$ cat src/rtl/bus_sizer_pkg.sv
`timescale 1ns/1ps
package bus_sizer_pkg;
  localparam int LANES  = 4;
  localparam int DATA_W = 8 * LANES;

  localparam logic [1:0] SZ_BYTE = 2'd0;
  localparam logic [1:0] SZ_WORD = 2'd1;
  localparam logic [1:0] SZ_LONG = 2'd2;
  localparam logic [1:0] SZ_RSVD = 2'd3;

  typedef enum logic [1:0] {ST_IDLE, ST_RUN, ST_RESP} state_e;
endpackage

$ cat src/rtl/bus_sizer_ctrl.sv
`timescale 1ns/1ps
module bus_sizer_ctrl
  import bus_sizer_pkg::*;
#(
  parameter int ADDR_W = 32
) (
  input  logic              clk_i,
  input  logic              rst_ni,
  input  logic              endian_mode_i,
  input  logic [1:0]        dev_width_i,
  input  logic              req_i,
  input  logic [ADDR_W-1:0] addr_i,
  input  logic [1:0]        size_i,
  input  logic              we_i,
  input  logic [DATA_W-1:0] wdata_i,
  output logic              ready_o,
  output logic              done_o,
  output logic              err_o,
  output logic              bus_cyc_o,
  output logic [ADDR_W-1:0] bus_addr_o,
  output logic              le_o,
  output logic              we_o,
  output logic [DATA_W-1:0] wdata_o,
  output logic [1:0]        dw_o,
  output logic [1:0]        sz_o,
  output logic [1:0]        op_off_o,
  output logic [1:0]        win_off_o,
  output logic              clr_o
);
  logic              cfg_q, le_q, we_q, err_q;
  state_e            st_q;
  logic [ADDR_W-1:0] addr_q;
  logic [1:0]        sz_q, dw_q, cnt_q, last_cnt, step, wmask;
  logic [DATA_W-1:0] wd_q;
  logic              accept, bad_req, split;

  assign bad_req = (size_i == SZ_RSVD) || (dev_width_i == SZ_RSVD) ||
                   (size_i == SZ_WORD && addr_i[0]) ||
                   (size_i == SZ_LONG && addr_i[1:0] != 2'd0);
  assign accept  = (st_q == ST_IDLE) && cfg_q && req_i;

  assign split    = sz_q > dw_q;
  assign last_cnt = split ? 2'((3'd1 << (sz_q - dw_q)) - 3'd1) : 2'd0;
  assign step     = cnt_q << dw_q;
  assign wmask    = 2'((3'd1 << dw_q) - 3'd1);
  // window offset of current device cycle inside the aligned 4-byte group
  assign win_off_o = split ? (addr_q[1:0] + step) : (addr_q[1:0] & ~wmask);

  always_ff @(posedge clk_i or negedge rst_ni) begin
    if (!rst_ni) begin
      cfg_q  <= 1'b0;
      le_q   <= 1'b0;
      st_q   <= ST_IDLE;
      addr_q <= '0;
      sz_q   <= SZ_BYTE;
      dw_q   <= SZ_BYTE;
      we_q   <= 1'b0;
      wd_q   <= '0;
      err_q  <= 1'b0;
      cnt_q  <= 2'd0;
    end else begin
      if (!cfg_q) begin
        cfg_q <= 1'b1;
        le_q  <= endian_mode_i;
      end
      unique case (st_q)
        ST_IDLE: if (accept) begin
          addr_q <= addr_i;
          sz_q   <= size_i;
          dw_q   <= dev_width_i;
          we_q   <= we_i;
          wd_q   <= wdata_i;
          err_q  <= bad_req;
          cnt_q  <= 2'd0;
          st_q   <= bad_req ? ST_RESP : ST_RUN;
        end
        ST_RUN: begin
          if (cnt_q == last_cnt) st_q <= ST_RESP;
          else                   cnt_q <= cnt_q + 2'd1;
        end
        default: st_q <= ST_IDLE;
      endcase
    end
  end

  assign ready_o    = (st_q == ST_IDLE) && cfg_q;
  assign bus_cyc_o  = (st_q == ST_RUN);
  assign done_o     = (st_q == ST_RESP) && !err_q;
  assign err_o      = (st_q == ST_RESP) && err_q;
  assign bus_addr_o = {addr_q[ADDR_W-1:2], win_off_o};
  assign le_o       = le_q;
  assign we_o       = we_q;
  assign wdata_o    = wd_q;
  assign dw_o       = dw_q;
  assign sz_o       = sz_q;
  assign op_off_o   = addr_q[1:0];
  assign clr_o      = accept;

  AST_ORDER_HOLD: assert property (@(posedge clk_i) disable iff (!rst_ni)
    (cfg_q && $past(cfg_q)) |-> $stable(le_q));
  AST_REJECT_NO_CYCLE: assert property (@(posedge clk_i) disable iff (!rst_ni)
    err_o |-> !$past(bus_cyc_o));
  AST_SPLIT_ADDR_STEP: assert property (@(posedge clk_i) disable iff (!rst_ni)
    (bus_cyc_o && $past(bus_cyc_o)) |->
      bus_addr_o == $past(bus_addr_o) + ADDR_W'(3'd1 << dw_q));
  AST_DONE_AFTER_CYCLE: assert property (@(posedge clk_i) disable iff (!rst_ni)
    done_o |-> $past(bus_cyc_o));
  AST_DONE_ONE_CLOCK: assert property (@(posedge clk_i) disable iff (!rst_ni)
    done_o |=> !done_o);
endmodule

$ cat src/rtl/bus_sizer_lane.sv
`timescale 1ns/1ps
module bus_sizer_lane
  import bus_sizer_pkg::*;
#(
  parameter int LANE = 0
) (
  input  logic              le_i,
  input  logic [1:0]        dw_i,
  input  logic [1:0]        sz_i,
  input  logic [1:0]        op_off_i,
  input  logic [1:0]        win_off_i,
  input  logic [DATA_W-1:0] wdata_i,
  output logic              act_o,
  output logic [1:0]        idx_o,
  output logic [7:0]        wbyte_o
);
  localparam logic [2:0] LANE_V = 3'(LANE);

  logic [2:0] w_b, s_b, k, boff, lo, hi;
  logic       in_dev;

  assign w_b    = 3'd1 << dw_i;
  assign s_b    = 3'd1 << sz_i;
  assign in_dev = LANE_V < w_b;
  // byte offset inside the device word carried by this lane
  assign k      = le_i ? LANE_V : (w_b - 3'd1 - LANE_V);
  assign boff   = {1'b0, win_off_i} + k;
  assign lo     = {1'b0, op_off_i};
  assign hi     = lo + s_b;
  assign act_o  = in_dev && (boff >= lo) && (boff < hi);
  // operand byte number (0 = least significant)
  assign idx_o  = le_i ? 2'(boff - lo) : 2'(hi - 3'd1 - boff);
  assign wbyte_o = wdata_i[idx_o*8 +: 8];
endmodule

$ cat src/rtl/bus_sizer_merge.sv
`timescale 1ns/1ps
module bus_sizer_merge
  import bus_sizer_pkg::*;
(
  input  logic                  clk_i,
  input  logic                  rst_ni,
  input  logic                  clr_i,
  input  logic                  cap_i,
  input  logic [LANES-1:0]      act_i,
  input  logic [LANES-1:0][1:0] idx_i,
  input  logic [DATA_W-1:0]     bus_rdata_i,
  output logic [DATA_W-1:0]     rdata_o
);
  logic [DATA_W-1:0] rd_q;

  always_ff @(posedge clk_i or negedge rst_ni) begin
    if (!rst_ni) begin
      rd_q <= '0;
    end else if (clr_i) begin
      rd_q <= '0;
    end else if (cap_i) begin
      for (int l = 0; l < LANES; l++) begin
        if (act_i[l]) rd_q[idx_i[l]*8 +: 8] <= bus_rdata_i[l*8 +: 8];
      end
    end
  end

  assign rdata_o = rd_q;
endmodule

$ cat src/rtl/bus_sizer.sv
`timescale 1ns/1ps
module bus_sizer
  import bus_sizer_pkg::*;
#(
  parameter int ADDR_W = 32
) (
  input  logic              clk_i,
  input  logic              rst_ni,
  input  logic              endian_mode_i,
  input  logic [1:0]        dev_width_i,
  input  logic              req_i,
  output logic              ready_o,
  input  logic [ADDR_W-1:0] addr_i,
  input  logic [1:0]        size_i,
  input  logic              we_i,
  input  logic [31:0]       wdata_i,
  output logic              done_o,
  output logic              err_o,
  output logic [31:0]       rdata_o,
  output logic              bus_cyc_o,
  output logic              bus_we_o,
  output logic [ADDR_W-1:0] bus_addr_o,
  output logic [3:0]        bus_strb_o,
  output logic [31:0]       bus_wdata_o,
  input  logic [31:0]       bus_rdata_i
);
  logic                  le, we, clr;
  logic [1:0]            dw, sz, op_off, win_off;
  logic [DATA_W-1:0]     wd_q;
  logic [LANES-1:0]      act;
  logic [LANES-1:0][1:0] idx;
  logic [LANES-1:0][7:0] wbyte;
  logic [3:0]            dev_mask;
  logic [2:0]            n_strb;

  bus_sizer_ctrl #(.ADDR_W(ADDR_W)) u_ctrl (
    .clk_i, .rst_ni, .endian_mode_i, .dev_width_i, .req_i, .addr_i, .size_i,
    .we_i, .wdata_i, .ready_o, .done_o, .err_o, .bus_cyc_o, .bus_addr_o,
    .le_o(le), .we_o(we), .wdata_o(wd_q), .dw_o(dw), .sz_o(sz),
    .op_off_o(op_off), .win_off_o(win_off), .clr_o(clr)
  );

  for (genvar l = 0; l < LANES; l++) begin : g_lane
    bus_sizer_lane #(.LANE(l)) u_lane (
      .le_i(le), .dw_i(dw), .sz_i(sz), .op_off_i(op_off), .win_off_i(win_off),
      .wdata_i(wd_q), .act_o(act[l]), .idx_o(idx[l]), .wbyte_o(wbyte[l])
    );
    assign bus_strb_o[l]        = bus_cyc_o && act[l];
    assign bus_wdata_o[l*8 +: 8] = (bus_cyc_o && we && act[l]) ? wbyte[l] : 8'h00;
  end

  bus_sizer_merge u_merge (
    .clk_i, .rst_ni, .clr_i(clr), .cap_i(bus_cyc_o && !we), .act_i(act),
    .idx_i(idx), .bus_rdata_i, .rdata_o
  );

  assign bus_we_o = bus_cyc_o && we;

  always_comb begin
    unique case (dw)
      SZ_BYTE: dev_mask = 4'h1;
      SZ_WORD: dev_mask = 4'h3;
      default: dev_mask = 4'hF;
    endcase
    n_strb = 3'd1 << ((sz < dw) ? sz : dw);
  end

  AST_STRB_COUNT: assert property (@(posedge clk_i) disable iff (!rst_ni)
    bus_cyc_o |-> ($countones(bus_strb_o) == 32'(n_strb)));
  AST_STRB_IN_DEVICE: assert property (@(posedge clk_i) disable iff (!rst_ni)
    bus_cyc_o |-> ((bus_strb_o & ~dev_mask) == 4'h0));
  AST_QUIET_BUS: assert property (@(posedge clk_i) disable iff (!rst_ni)
    !bus_cyc_o |-> (bus_strb_o == 4'h0 && bus_wdata_o == 32'h0));
endmodule

$ cat config.mk
export PLATFORM = sky130hd
export DESIGN_NAME = bus_sizer
export DESIGN_NICKNAME = d
export VERILOG_FILES = /design/src/rtl/bus_sizer_pkg.sv /design/src/rtl/bus_sizer_ctrl.sv /design/src/rtl/bus_sizer_lane.sv /design/src/rtl/bus_sizer_merge.sv /design/src/rtl/bus_sizer.sv
export SDC_FILE = /design/constraint.sdc
export NUM_CORES = 1
export LEC_CHECK = 0
export BUFFER_PORTS_ARGS = -buffer_cell sky130_fd_sc_hd__buf_2
export CAP_MARGIN = 30
export CORE_AREA = 2 2 128 130
export DETAILED_ROUTE_END_ITERATION = 8
export DIE_AREA = 0 0 130 132
export GPL_TIMING_DRIVEN = 0
export HOLD_SLACK_MARGIN = 0.15
export PLACE_DENSITY = 0.81
export SLEW_MARGIN = 20
export SYNTH_ARGS = -nofsm -noshare
export SYNTH_HDL_FRONTEND = slang
export SYNTH_SLANG_ARGS = --single-unit
$ cat constraint.sdc
create_clock -name clk_i -period 11.1 [get_ports clk_i]
set_clock_uncertainty 0.1 [all_clocks]
set_input_delay 1.665 -clock clk_i [delete_from_list [all_inputs] [get_ports clk_i]]
set_output_delay 1.665 -clock clk_i [all_outputs]
set_load 0.02 [all_outputs]
==> reports/results.ini <==
[status]
status=finished, final reports clean

[synthesis]
synth-seq-area-share=0.320
netlist.area_leader.share=0.320
synth_ff_type=dfrtp_1
synthArstFlopShare=1.00
syn-num-nets=1186
synth_area_leaders=dfrtp_1 (32%), nand2_1 (13%), ha_1 (6.8%), mux4_2 (4.3%), a211oi_1 (3.2%)
synth_enable_flop_cells=0
syn_area_um2=8460
avgSynthCellArea_um2=8.22
synth-seq-cells=108
synth_cell_types=76
yosys_warnings=0
syn_inst=1029
yosys.area.top_type=dfrtp_1

[detailed_routing]
drt-initial-drc-count=829
drc_errors=0
viasPerCell=6.17
postRouteWirelength_um=30000
firstDrtPassIters=6
ant_nets=0
post_drt_wl_per_cell_um=20.4
num_vias=9100

[global_routing]
grt_overflow=0
grt_pass1_vias=8413
grt_first_pass_wirelength_um=46100
grt_max_degree=68
grt_usage=0.348
grt_antenna_before_repair=1

[final_layout]
final_cells=1475
syn2layout_area_growth_pct=20.1
nNetsFinal=1410
drive_above_1_share=0.223

[sta]
hold_violations=0
final-setup-viol-count=0
max-slew-margin-rel=0.363
fin_hold_ws_ps=375
period_minus_slack_ps=7010
tns_ps=0
fmax_mhz=143
worstMarginPinSlew_ps=948
finalMaxSlewViolations=0
rsz0062_at_grt=false
post-route-period-util=0.631

[worst_setup_path]
critPathBufInv=7
critPathSlowestCell=clkbuf_1
cp.arrival_ps=5240
required_ps=9340
cp-start-kind=flip-flop
cp-end-kind=primary output
cp_common_cell=nand2_1
slowest_delay_ps=610
path_class=flip-flop to primary output
path_max_fanout=12
critPathTopFamily=buffers and inverters
crit_chain=inv_1 > ha_1 > inv_1 > fa_1 > nand2_1 > nand3_1 > nand2_1 > ha_1 > ha_1 > nor2b_1 > clkbuf_1 > nor2_1 > inv_2 > buf_2 > clkbuf_1 > nand2_1 > nand2_1 > nor2_1 > a211oi_1 > buf_2

[cts]
cts_root_buf=clkbuf_16
cts.repair.resized=0
clock_path_buffers=2
clk_pin_slew_worst_paths_ps=80
worstSkewPairLatency_ps=360
clkSinkCount=108
cts_tree=yes
numCtsBuffers=9
holdBufCountCts=0
htree_levels=3
post-cts-setup-buffer-count=0

[placed_design]
place_inst=1456
dp_hpwl_um=22800
numPortBuffers=209
gp_congestion=0.989

[worst_hold_path]
hp-class=flip-flop to flip-flop

[die]
boundaryPins=210
die_h_um=132
core_area_um2=15700
num_rows=46
start_util=0.538
dieArea_um2=17200
fp.dieW_um=130

[flow_run]
max_cap_viol_count=0

## path summary, 6_finish.rpt
check / startpoint / end / slack, ps / depth (start not counted)
max in group asynchronous: rst_ni / u_ctrl.wdata_o[25] / 9100 / 2
worst min register to register: u_ctrl.addr_q[26] / u_ctrl.addr_q[26] / 380 / 2
worst max register to register: u_ctrl.dw_o[1] / u_merge.rdata_o[29] / 4810 / 21
worst max-delay path: u_ctrl.sz_o[0] / bus_wdata_o[30] / 4090 / 20
min in group asynchronous: rst_ni / u_merge.rdata_o[25] / 1120 / 1
worst min-delay path: u_ctrl.addr_q[26] / u_ctrl.addr_q[26] / 380 / 2
## worst register-to-register path, cell delays in order (launching register included)
cell       delay (ps)
dfrtp_1           470
inv_1             180
and3_1            200
ha_1              180
xor2_1            170
xnor2_1           130
o21ai_0           250
inv_1             210
fa_1              690
inv_1              90
ha_1              320
xor2_1            170
a21o_1            120
clkbuf_1          300
clkbuf_1          490
inv_1             150
ha_1              350
nor4b_2           740
a211o_1           240
a211oi_1           80
a2111oi_0         420
a311o_1           170
## cell type report
cell class / count / area (µm²)
multi-input cells: 823 / 5380
diodes: 1 / 2.50
fillers: 1376 / 5560
inverters: 47 / 176
flip-flops and latches: 108 / 2700
clock inverters: 6 / 80.1
repair buffers: 213 / 1100
plain buffers: 51 / 214
well taps: 216 / 270
clock buffers: 10 / 229
## stage by stage
stage           util  instance area, µm²  setup slack, ps
6_report       0.646               10200             4090
5_1_grt        0.646               10200             3720
4_1_cts        0.645               10100             4220
3_5_place_dp   0.625                9820             4650
3_3_place_gp   0.622                9770             4680
2_1_floorplan      -                8460             4830
## cell usage in the layout (no fill, tap or decap), drive strengths merged, types with 4 or more instances in the layout
master,count
fa,6
and3,24
inv,50
o32ai,6
nand3b,6
a31oi,9
a222oi,8
dfrtp,108
a21boi,8
nor4b,8
xor2,7
a22oi,16
buf,224
o21ai,49
a211o,5
xnor2,10
a221o,9
nor3,16
nor4,7
nor2b,23
and4,11
mux4,16
and2,6
a311oi,5
a211oi,40
mux2i,25
nand3,30
a21o,5
nor3b,4
nor2,44
clkbuf,50
ha,46
nand2b,13
nand2,290
o2bb2ai,6
a21oi,23
## registers in the layout, summed over array words and instances (netlist names)
signal           count
u_ctrl.le_o          1
u_ctrl.cfg_q         1
u_ctrl.we_o          1
u_ctrl.err_q         1
u_ctrl.dw_o          2
u_merge.rdata_o     32
u_ctrl.sz_o          2
u_ctrl.wdata_o      32
u_ctrl.cnt_q         2
u_ctrl.addr_q       32
u_ctrl.st_q          2
## synthesized netlist by cell type (all sizes together) (8+ instances only)
master,number
dfrtp,108
a22oi,16
mux4,16
a21boi,8
nand2b,13
a31oi,9
nor3,16
buf,12
nand2,290
and4,11
nor2,44
a222oi,8
nand3,30
xnor2,10
ha,46
nor4b,8
a221o,9
inv,47
a21oi,23
nor2b,23
a211oi,40
mux2i,25
o21ai,49
and3,24
clkbuf,39
## routing by layer
metal	vias up	track usage	share of wire
li1	4115	-	-
met5	-	0	0
met3	134	0.0743	0.11
met4	0	0.194	0.059
met2	633	0.532	0.45
met1	4218	0.457	0.38
## cell families (layout without fill, tap and decap cells)
| logic type | count (synthesis) | after routing | synth area share |
|---|---|---|---|
| buffers and inverters | 98 | 327 | 0.0462 |
| adder cells (fa/ha/maj) | 52 | 52 | 0.0823 |
| other | 1 | 2 | 0.000443 |
| flip-flops | 108 | 108 | 0.320 |
| XOR/XNOR | 17 | 17 | 0.0176 |
| AO/OA/AOI/OAI | 215 | 215 | 0.187 |
| AND/OR/NAND/NOR | 495 | 495 | 0.272 |
| multiplexers | 43 | 43 | 0.0749 |
Power is left out: the tool's default activity adds up to more than one toggle a clock period on the data nets, which glitch-free logic cannot reach.
